--- src/rtl/wtc_pkg.sv ---
package wtc_pkg;

  typedef enum logic [1:0] {
    ACT_NONE   = 2'd0,
    ACT_SET    = 2'd1,
    ACT_CLEAR  = 2'd2,
    ACT_TOGGLE = 2'd3
  } act_e;

  // per-output action set; field order fixed by the mode word layout
  typedef struct packed {
    act_e onSw;
    act_e onPeriod;
    act_e onDuty;
  } outCfg_t;

  typedef struct packed {
    outCfg_t    cfgB;      // [15:10]
    outCfg_t    cfgA;      // [9:4]
    logic       waveMode;  // [3]
    logic [2:0] clkSel;    // [2:0]
  } modeCfg_t;

  // control -> datapath strobes
  typedef struct packed {
    logic swTrig;
    logic countEn;
    logic waveMode;
  } dpStrobe_t;

  localparam int MODE_W = $bits(modeCfg_t);
  localparam int ADDR_W = 3;

  localparam logic [ADDR_W-1:0] ADDR_MODE   = 3'd0;
  localparam logic [ADDR_W-1:0] ADDR_DUTY_A = 3'd1;
  localparam logic [ADDR_W-1:0] ADDR_DUTY_B = 3'd2;
  localparam logic [ADDR_W-1:0] ADDR_PERIOD = 3'd3;
  localparam logic [ADDR_W-1:0] ADDR_CMD    = 3'd4;
  localparam logic [ADDR_W-1:0] ADDR_COUNT  = 3'd5;

  localparam int CMD_EN_BIT  = 0;
  localparam int CMD_DIS_BIT = 1;
  localparam int CMD_SW_BIT  = 2;

  function automatic logic applyAct(input act_e act, input logic cur);
    case (act)
      ACT_SET:    return 1'b1;
      ACT_CLEAR:  return 1'b0;
      ACT_TOGGLE: return ~cur;
      default:    return cur;
    endcase
  endfunction

endpackage

--- src/rtl/wtc_outstage.sv ---
module wtc_outstage
  import wtc_pkg::*;
(
  input  logic    clk,
  input  logic    rstN,
  input  outCfg_t cfg,
  input  logic    waveMode,
  input  logic    swTrig,
  input  logic    periodHit,
  input  logic    dutyHit,
  output logic    pwmOut
);

  logic levelQ;

  // trigger > period match > duty match
  always_ff @(posedge clk) begin
    if (!rstN) begin
      levelQ <= 1'b0;
    end else if (waveMode) begin
      if (swTrig)         levelQ <= applyAct(cfg.onSw, levelQ);
      else if (periodHit) levelQ <= applyAct(cfg.onPeriod, levelQ);
      else if (dutyHit)   levelQ <= applyAct(cfg.onDuty, levelQ);
    end
  end

  assign pwmOut = levelQ;

  AST_TRIG_SET_WINS: assert property (@(posedge clk) disable iff (!rstN)
    (waveMode && swTrig && cfg.onSw == ACT_SET) |=> pwmOut);

  AST_TRIG_CLEAR_WINS: assert property (@(posedge clk) disable iff (!rstN)
    (waveMode && swTrig && cfg.onSw == ACT_CLEAR) |=> !pwmOut);

  AST_PERIOD_BEATS_DUTY: assert property (@(posedge clk) disable iff (!rstN)
    (waveMode && !swTrig && periodHit && dutyHit && cfg.onPeriod == ACT_SET) |=> pwmOut);

  AST_QUIET_HOLDS: assert property (@(posedge clk) disable iff (!rstN)
    (!swTrig && !periodHit && !dutyHit) |=> $stable(pwmOut));

  AST_NO_WAVE_HOLDS: assert property (@(posedge clk) disable iff (!rstN)
    (!waveMode) |=> $stable(pwmOut));

endmodule

--- src/rtl/wtc_datapath.sv ---
module wtc_datapath
  import wtc_pkg::*;
#(
  parameter int CNT_W      = 16,
  parameter int NUM_DIV    = 4,
  parameter int PRESC_STEP = 2
) (
  input  logic             clk,
  input  logic             rstN,
  input  logic             slowTick,
  input  dpStrobe_t        strobe,
  input  modeCfg_t         modeCfg,
  input  logic [CNT_W-1:0] dutyA,
  input  logic [CNT_W-1:0] dutyB,
  input  logic [CNT_W-1:0] period,
  output logic [CNT_W-1:0] cntVal,
  output logic [1:0]       pwmOut
);

  localparam int         PRE_W    = PRESC_STEP * (NUM_DIV - 1);
  localparam logic [2:0] SLOW_SEL = 3'(NUM_DIV);
  localparam int         NUM_OUT  = 2;

  logic [PRE_W-1:0]   preCnt;
  logic [NUM_DIV-1:0] divTick;
  logic               selTick;
  logic               tick;
  logic [CNT_W-1:0]   cnt;
  logic [CNT_W-1:0]   cntNext;
  logic               periodHit;
  logic [CNT_W-1:0]   dutyVec [NUM_OUT];
  outCfg_t            cfgVec  [NUM_OUT];
  logic [NUM_OUT-1:0] dutyHit;

  // free-running prescaler, realigned by the software trigger
  always_ff @(posedge clk) begin
    if (!rstN)              preCnt <= '0;
    else if (strobe.swTrig) preCnt <= '0;
    else                    preCnt <= preCnt + PRE_W'(1);
  end

  generate
    for (genvar k = 0; k < NUM_DIV; k++) begin : gDiv
      if (k == 0) begin : gFull
        assign divTick[k] = 1'b1;
      end else begin : gPre
        assign divTick[k] = &preCnt[PRESC_STEP*k-1:0];
      end
    end
  endgenerate

  always_comb begin
    selTick = 1'b0;
    for (int k = 0; k < NUM_DIV; k++) begin
      if (modeCfg.clkSel == 3'(k)) selTick = divTick[k];
    end
    if (modeCfg.clkSel == SLOW_SEL) selTick = slowTick;
  end

  assign tick      = strobe.countEn && selTick;
  assign cntNext   = cnt + CNT_W'(1);
  assign periodHit = tick && (cntNext == period);

  always_ff @(posedge clk) begin
    if (!rstN)              cnt <= '0;
    else if (strobe.swTrig) cnt <= '0;
    else if (tick)          cnt <= periodHit ? '0 : cntNext;
  end

  assign cntVal = cnt;

  assign dutyVec[0] = dutyA;
  assign dutyVec[1] = dutyB;
  assign cfgVec[0]  = modeCfg.cfgA;
  assign cfgVec[1]  = modeCfg.cfgB;

  generate
    for (genvar g = 0; g < NUM_OUT; g++) begin : gOut
      assign dutyHit[g] = tick && (cntNext == dutyVec[g]);
      wtc_outstage uOut (
        .clk      (clk),
        .rstN     (rstN),
        .cfg      (cfgVec[g]),
        .waveMode (strobe.waveMode),
        .swTrig   (strobe.swTrig),
        .periodHit(periodHit),
        .dutyHit  (dutyHit[g]),
        .pwmOut   (pwmOut[g])
      );
    end
  endgenerate

  AST_TRIG_RESTARTS: assert property (@(posedge clk) disable iff (!rstN)
    strobe.swTrig |=> (cnt == '0));

  AST_WRAP_ZERO: assert property (@(posedge clk) disable iff (!rstN)
    (periodHit && !strobe.swTrig) |=> (cnt == '0));

  AST_STEP_ONE: assert property (@(posedge clk) disable iff (!rstN)
    (tick && !periodHit && !strobe.swTrig) |=> (cnt == $past(cnt) + CNT_W'(1)));

  AST_STOPPED_FROZEN: assert property (@(posedge clk) disable iff (!rstN)
    (!strobe.countEn && !strobe.swTrig) |=> $stable(cnt));

endmodule

--- src/rtl/wtc_ctrl.sv ---
module wtc_ctrl
  import wtc_pkg::*;
#(
  parameter int CNT_W = 16,
  parameter int BUS_W = 16
) (
  input  logic              clk,
  input  logic              rstN,
  input  logic              regWr,
  input  logic [ADDR_W-1:0] regAddr,
  input  logic [BUS_W-1:0]  regWdata,
  input  logic [CNT_W-1:0]  cntVal,
  output logic [BUS_W-1:0]  regRdata,
  output modeCfg_t          modeCfg,
  output logic [CNT_W-1:0]  dutyA,
  output logic [CNT_W-1:0]  dutyB,
  output logic [CNT_W-1:0]  period,
  output dpStrobe_t         strobe
);

  modeCfg_t         modeReg;
  logic [CNT_W-1:0] dutyAReg;
  logic [CNT_W-1:0] dutyBReg;
  logic [CNT_W-1:0] periodReg;
  logic             clkRun;
  logic             cmdWr;
  logic             cmdEn;
  logic             cmdDis;
  logic             cmdSw;

  assign cmdWr  = regWr && (regAddr == ADDR_CMD);
  assign cmdEn  = cmdWr && regWdata[CMD_EN_BIT];
  assign cmdDis = cmdWr && regWdata[CMD_DIS_BIT];
  assign cmdSw  = cmdWr && regWdata[CMD_SW_BIT];

  always_ff @(posedge clk) begin
    if (!rstN) begin
      modeReg   <= '0;
      dutyAReg  <= '0;
      dutyBReg  <= '0;
      periodReg <= '0;
    end else if (regWr) begin
      case (regAddr)
        ADDR_MODE:   modeReg   <= modeCfg_t'(regWdata[MODE_W-1:0]);
        ADDR_DUTY_A: dutyAReg  <= regWdata[CNT_W-1:0];
        ADDR_DUTY_B: dutyBReg  <= regWdata[CNT_W-1:0];
        ADDR_PERIOD: periodReg <= regWdata[CNT_W-1:0];
        default: ;
      endcase
    end
  end

  // stop dominates start
  always_ff @(posedge clk) begin
    if (!rstN)      clkRun <= 1'b0;
    else if (cmdDis) clkRun <= 1'b0;
    else if (cmdEn)  clkRun <= 1'b1;
  end

  always_comb begin
    case (regAddr)
      ADDR_MODE:   regRdata = BUS_W'(modeReg);
      ADDR_DUTY_A: regRdata = BUS_W'(dutyAReg);
      ADDR_DUTY_B: regRdata = BUS_W'(dutyBReg);
      ADDR_PERIOD: regRdata = BUS_W'(periodReg);
      ADDR_COUNT:  regRdata = BUS_W'(cntVal);
      default:     regRdata = '0;
    endcase
  end

  assign modeCfg         = modeReg;
  assign dutyA           = dutyAReg;
  assign dutyB           = dutyBReg;
  assign period          = periodReg;
  assign strobe.swTrig   = cmdSw;
  assign strobe.countEn  = clkRun && modeReg.waveMode;
  assign strobe.waveMode = modeReg.waveMode;

  AST_STOP_WINS: assert property (@(posedge clk) disable iff (!rstN)
    cmdDis |=> !clkRun);

  AST_START_RUNS: assert property (@(posedge clk) disable iff (!rstN)
    (cmdEn && !cmdDis) |=> clkRun);

  AST_RUN_NEEDS_CMD: assert property (@(posedge clk) disable iff (!rstN)
    (!cmdWr) |=> $stable(clkRun));

endmodule

--- src/rtl/wave_timer_channel.sv ---
module wave_timer_channel
  import wtc_pkg::*;
#(
  parameter int CNT_W      = 16,
  parameter int NUM_DIV    = 4,
  parameter int PRESC_STEP = 2,
  localparam int BUS_W     = (CNT_W > MODE_W) ? CNT_W : MODE_W
) (
  input  logic              clk,
  input  logic              rstN,
  input  logic              slowTick,
  input  logic              regWr,
  input  logic [ADDR_W-1:0] regAddr,
  input  logic [BUS_W-1:0]  regWdata,
  output logic [BUS_W-1:0]  regRdata,
  output logic              pwmA,
  output logic              pwmB
);

  modeCfg_t         modeCfg;
  dpStrobe_t        strobe;
  logic [CNT_W-1:0] dutyA;
  logic [CNT_W-1:0] dutyB;
  logic [CNT_W-1:0] period;
  logic [CNT_W-1:0] cntVal;
  logic [1:0]       pwmOut;

  wtc_ctrl #(.CNT_W(CNT_W), .BUS_W(BUS_W)) uCtrl (
    .clk     (clk),
    .rstN    (rstN),
    .regWr   (regWr),
    .regAddr (regAddr),
    .regWdata(regWdata),
    .cntVal  (cntVal),
    .regRdata(regRdata),
    .modeCfg (modeCfg),
    .dutyA   (dutyA),
    .dutyB   (dutyB),
    .period  (period),
    .strobe  (strobe)
  );

  wtc_datapath #(.CNT_W(CNT_W), .NUM_DIV(NUM_DIV), .PRESC_STEP(PRESC_STEP)) uDp (
    .clk     (clk),
    .rstN    (rstN),
    .slowTick(slowTick),
    .strobe  (strobe),
    .modeCfg (modeCfg),
    .dutyA   (dutyA),
    .dutyB   (dutyB),
    .period  (period),
    .cntVal  (cntVal),
    .pwmOut  (pwmOut)
  );

  assign pwmA = pwmOut[0];
  assign pwmB = pwmOut[1];

endmodule

--- config.mk ---
export PLATFORM = sky130hd
export DESIGN_NAME = wave_timer_channel
export DESIGN_NICKNAME = d
export VERILOG_FILES = /design/src/rtl/wtc_pkg.sv /design/src/rtl/wtc_outstage.sv /design/src/rtl/wtc_datapath.sv /design/src/rtl/wtc_ctrl.sv /design/src/rtl/wave_timer_channel.sv
export SDC_FILE = /design/constraint.sdc
export NUM_CORES = 1
export LEC_CHECK = 0
export BUFFER_PORTS_ARGS = -buffer_cell sky130_fd_sc_hd__buf_2
export CELL_PAD_IN_SITES_DETAIL_PLACEMENT = 1
export CELL_PAD_IN_SITES_GLOBAL_PLACEMENT = 2
export CORE_UTILIZATION = 37
export CTS_BUF_LIST = sky130_fd_sc_hd__clkbuf_2 sky130_fd_sc_hd__clkbuf_4 sky130_fd_sc_hd__clkbuf_8
export CTS_CLUSTER_SIZE = 8
export DETAILED_ROUTE_END_ITERATION = 16
export GPL_TIMING_DRIVEN = 0
export PLACE_DENSITY = 0.85
export REMOVE_ABC_BUFFERS = 1
export SLEW_MARGIN = 25
export SYNTH_ARGS = -nofsm -noshare
export SYNTH_HDL_FRONTEND = slang
export SYNTH_SLANG_ARGS = --single-unit
--- constraint.sdc ---
create_clock -name clk -period 3.4 [get_ports clk]
set_input_delay 0.17 -clock clk [delete_from_list [all_inputs] [get_ports clk]]
set_output_delay 0.17 -clock clk [all_outputs]
set_load 0.005 [all_outputs]
Yosys cells after proc, flatten, opt, wreduce, memory -nomap -nowiden
Cells that the tools add are included.
Word-level totals
  bits in registers: 89
  output and inout bits: 18
  logic and storage cells: 100
Cells by class
  add/sub/neg operators: 2
  reductions and logical operators: 26
  multiplexer cells: 19
  bitwise operators: 3
  equal/unequal tests: 34
Operators by type and width (number)
  16-bit one-hot mux with 5 select lines: 1
  16-bit equality test: 3
  2-bit equality test (second input constant): 12
  1-bit one-hot mux with 3 select lines: 6
  16-bit by 1-bit adder with 16-bit output (second input constant): 1
  16-bit 2-to-1 mux: 1
  2-bit by 1-bit equality test with 1-bit output (second input constant): 6
  3-bit by 2-bit equality test with 1-bit output (second input constant): 4
  1-bit 2-to-1 mux: 11
  5-bit inequality test (second input constant): 2
  2-bit AND reduction: 5
  5-bit AND reduction: 2
  5-bit nonzero test: 2
  3-bit equality test (second input constant): 3
  1-bit logical AND: 9
  4-bit by 1-bit inequality test with 1-bit output (second input constant): 2
  6-bit by 1-bit adder with 6-bit output (second input constant): 1
  3-bit by 1-bit equality test with 1-bit output (second input constant): 2
  3-bit zero test: 2
  6-bit AND reduction: 1
  3-bit nonzero test: 2
  4-bit AND reduction: 1
  2-bit OR reduction: 2
  1-bit NOT: 3

Logic depth before layout (Yosys ltp)
  depth after elaboration: 11
  depth in mapped cells: 14
  depth with buffers taken out: 10

Modules after synthesis
A second synthesis with hierarchy kept.
Unflattened totals
  cells, all modules: 657
  area, all modules: 5260.0 µm²
By module, submodules not included
  wtc_ctrl: times used 1, area an instance 3052.9 µm², cells an instance 374, seq. area each 1301.2 µm²
  wtc_datapath: times used 1, area an instance 2031.9 µm², cells an instance 259, seq. area each 440.4 µm²
  wtc_outstage: times used 2, area an instance 87.6 µm², cells an instance 12, seq. area each 20.0 µm²

Worst setup path after synthesis
Ideal clock, no wire load.
  path type: reg2reg
  from: register uDp.cnt[1] (netlist: uDp.cntVal[1])
  to: register uDp.gOut[0].uOut.levelQ
  stages on the path, launching flop included: 14
  setup slack: 0.364 ns
  period minus slack after synthesis: 3.036 ns
  arrival time: 2.908 ns
  required time: 3.272 ns
  setup time: 0.128 ns
  path through: dfxtp_1 ha_1 and3_1 clkbuf_1 and3_1 clkbuf_1 xnor3_1 o2111ai_1 nor4_1 o2111a_1 buf_6 mux2_2 a221oi_1 a211oi_1
Between the ends
  word-level cells in the longest chain between the ends: 5
  elaborated cells between the ends (all ways): 11
  those cells by class: 1 x add/sub; 3 x eq/ne; 2 x mux; 5 x reduce/logical
RTL lines
  from (decl): line wtc_datapath.sv:28  | logic [CNT_W-1:0] cnt;
  from (signal assigned): line wtc_datapath.sv:67  | else if (tick) cnt <= periodHit ? '0 : cntNext;
  16-bit by 1-bit adder with 16-bit output *: line wtc_datapath.sv:61  | assign cntNext = cnt + CNT_W'(1);
  16-bit equality test (on tied branches): line wtc_datapath.sv:62, wtc_datapath.sv:79
  1-bit logical AND (on tied branches): line wtc_datapath.sv:62, wtc_datapath.sv:79
  5-bit inequality test (no source line), or another cell as far along
  5-bit AND reduction (no source line) or 1-bit 2-to-1 mux (tied branches)
  to (signal assigned): line wtc_outstage.sv:21  | if (swTrig) levelQ <= applyAct(cfg.onSw, levelQ);
  to (signal assigned): line wtc_outstage.sv:22  | else if (periodHit) levelQ <= applyAct(cfg.onPeriod, levelQ);
  to (signal assigned): line wtc_outstage.sv:23  | else if (dutyHit) levelQ <= applyAct(cfg.onDuty, levelQ);
  to (decl): line wtc_outstage.sv:14  | logic levelQ;
Every way passes the cells marked *; elsewhere a longest branch is shown, timed or not.
A chain may end at the register's enable or synchronous reset.

Final worst setup path
Ends and elaborated chain as after synthesis.

==> out/results.txt <==
status: finished clean
Critical Path, Cell by Cell: ha_4 > nand3_4 > nor3_4 > buf_4 > xnor2_2 > o2111ai_1 > nor4_4 > o2111a_2 > mux2_2 > a221oi_1 > a211oi_1
HPWL Detailed: 13500 um
worst reg2reg path depth: 11
# diodes: 0
post-synthesis sequential area ratio: 31.2%
setup ws final: 0.112 ns
top-count cell post-synth: nand2_1
dominant cell type by area after synthesis: dfxtp_1
Final setup viols: 0
Critical Path Max Stage Delay: 0.42 ns
final antenna-violating net count: 0
Multi-input gate area: 3900 um^2
Hold Violations, Final: 0
leakage power: 0.00230 uW
Storage cell area: 1810 um^2
relative slew slack: 36.3%
number of synthesized flops with an enable pin: 0
DR vias: 5450
Place WS: -1.10 ns
Synth Cell Area: 5720 um^2
f_max: 0.304 GHz
Area Overhead vs Synth: 14.5%
Total Wirelength: 20200 um
min cycle time layout: 3.29 ns
Crit-path slowest cell: dfxtp_4
Clock Latency Late Sink: 0.39 ns
reg2reg start: uDp.cntVal[1]
largest net degree at the start of global routing: 71
worst-path fanout max: 8
DRC: 0
clock tree buffer depth: 2
Pre-Repair DR Iteration Count: 4
Crit path required time: 3.67 ns
# Max-Cap Violations: 0
Worst Hold Path Cells: 3
layout cells sized above 1: 17.7%
arrival time worst endpoint: 3.56 ns
CTS root buffer: clkbuf_8
crit share post-route: 96.7%
CTS tree: built
grt ovf: 0
delay-heaviest family, CP: compound AO/OA/AOI/OAI gates
global-route wire length before repair: 31300 um
Crit Reg-Reg Endpoint: uDp.gOut[0].uOut.pwmOut
IO buf count: 40
CP Capture Type: flip-flop
Die ar.: 16000 um^2
Worst-path clk slew: 0.10 ns
CP Class: flip-flop to flip-flop
initial antenna violation count: 0
dominant synthesized flop cell: dfxtp_1
GRT Total Usage: 25.6%
FFs w/ async S/R, synth: 0%
Hold Path Sink: uCtrl.dutyB[7]
post-synth top area share: 31.2%
DRT iter0 DRCs: 329
reg-to-reg slack, setup: 0.11 ns
Bufs and invs on worst path: 1
TritonCTS Buffers: 9
net count reported at finish: 779
vias per cell: 5.78
Syn. warnings: 0
Seq cells post-synth: 89
most frequent cells after synthesis: 176 x nand2_1, 89 x dfxtp_1, 65 x a21boi_0
Yosys cell types: 64
vias in the first global route: 5545
Syn Inst Count: 731
routed len/inst: 21.4 um
worst min-delay path category: input port to flip-flop
Vert. Die Dim: 126 um
Slew Viols, Final: 0
synth top area cells: dfxtp_1 31%, nand2_1 12%, a21boi_0 8.5%
Initial Util: 37.8%
cell area power density: 315 nW/um^2
Core Footprint: 15100 um^2
Ports: 41
GPL Wtd Cong: 0.948
final core utilization: 43.2%
H-tree level count: 3
Hold Path Origin: regWdata[7]
Placement Rows: 45
Die W: 126 um
clk_skew: 0.0157 ns
Critical Path Source Type: flip-flop
Fillers: 1851
Max rail drop VDD: 0.232 mV
total power: 2060 uW
Worst-Margin Slew: 0.953 ns
syn avg cell area: 7.82 um^2
Clock Sinks: 89
[tightest hold or removal path: stages]
cell	delay (ns)
buf_2	0.13
nand2_1	0.05
a21boi_0	0.06
[layout make-up]
type,count,share of cell area [%]
Clock buffer,10,2.10
Sequential cell,89,27.7
Timing Repair Buffer,59,5.50
Inverter,9,0.516
Tap cell,188,3.59
Multi-Input combinational cell,582,59.6
Clock inverter,6,0.994
[power breakdown]
group          internal (uW)  switching, uW
registers               1060           21.7
clock network            363            430
logic                   69.1            119
[kinds of logic (layout without fill, tap and decap cells)]
kind of cell	Yosys count	in the layout	share of synthesized area [%]
AO/OA/AOI/OAI	169	170	19.3
XOR/XNOR	63	63	11.0
adder cells (fa/ha/maj)	6	6	1.31
buffers and inverters	62	84	4.88
flip-flops	89	89	31.2
multiplexers	38	38	6.91
AND/OR/NAND/NOR	304	305	25.5
[registers in the layout (all words and copies together) (netlist names)]
| register | count |
|---|---|
| uCtrl.dutyB | 16 |
| uCtrl.period | 16 |
| uDp.preCnt | 6 |
| uDp.gOut.uOut.pwmOut | 2 |
| uDp.cntVal | 16 |
| uCtrl.modeCfg | 16 |
| uCtrl.clkRun | 1 |
| uCtrl.dutyA | 16 |
[stage by stage]
| step | instances | area [um^2] | TNS (ns) | hold WS (ns) |
|---|---|---|---|---|
| floorplan | 678 | 5470 | 0 | 0.289 |
| global placement | 906 | 5910 | -9.19 | 0.427 |
| detailed placement | 906 | 5930 | -11.37 | 0.446 |
| CTS | 932 | 6340 | 0 | 0.0650 |
| global route | 943 | 6550 | -0.0385 | 0.0763 |
| finish | 943 | 6550 | 0 | 0.0766 |
[layout by cell type, fill, tap and decap left out, types with 3 or more instances in the layout]
cell type,netlist,routed
a21boi_0,65,65
a21oi_1,24,22
a31oi_1,3,3
and2_1,4,4
and3_1,6,4
buf_2,4,38
buf_4,7,20
clkbuf_8,0,10
dfxtp_1,89,76
dfxtp_2,0,7
dfxtp_4,0,6
ha_1,6,5
inv_1,9,9
mux2i_1,35,34
nand2_1,176,176
nand2b_1,7,7
nand3_1,11,10
nand3_4,1,4
nand3b_1,6,6
nand4_1,7,7
nor2_1,37,32
nor2_2,0,5
nor2b_1,4,3
nor3b_1,3,3
nor4_1,8,4
nor4_4,1,5
o2111ai_1,7,7
o21ai_0,52,50
or2_2,4,4
or3_1,6,6
xnor2_1,36,34
xnor3_1,5,5
xor2_1,21,19
[worst max-delay path by stage]
stage | startpoint | end | slack (ns) | depth (start not counted)
after global placement | uDp.preCnt[0] | uDp.gOut[0].uOut.pwmOut | -1.0 | 10
after floorplan | uDp.cntVal[0] | uDp.gOut[0].uOut.pwmOut | 0.007 | 10
after CTS | uDp.cntVal[0] | uDp.gOut[0].uOut.pwmOut | 0.02 | 10
after detailed placement | uDp.preCnt[0] | uDp.gOut[0].uOut.pwmOut | -1.10 | 10
after global routing | uDp.cntVal[0] | uDp.gOut[0].uOut.pwmOut | -0.04 | 11
final | uDp.cntVal[1] | uDp.gOut[0].uOut.pwmOut | 0.11 | 11
[what timing repair did]
item                                    CTS  global route
setup buffers                             8            11
pin swaps                                 4             6
endpoints found under the setup margin   18            11
hold buffers                              0             0
gates resized for setup                  27            27
gates cloned                              2             0
[metal layers]
metal	global-route usage [%]	part of all wire (%)	up-vias
met5	0	0	-
met4	8.79	1.9	0
met3	2.70	3.8	28
met2	44.1	49	115
met1	33.4	45	2756
li1	-	-	2551
(Power assumes the default switching activity.)
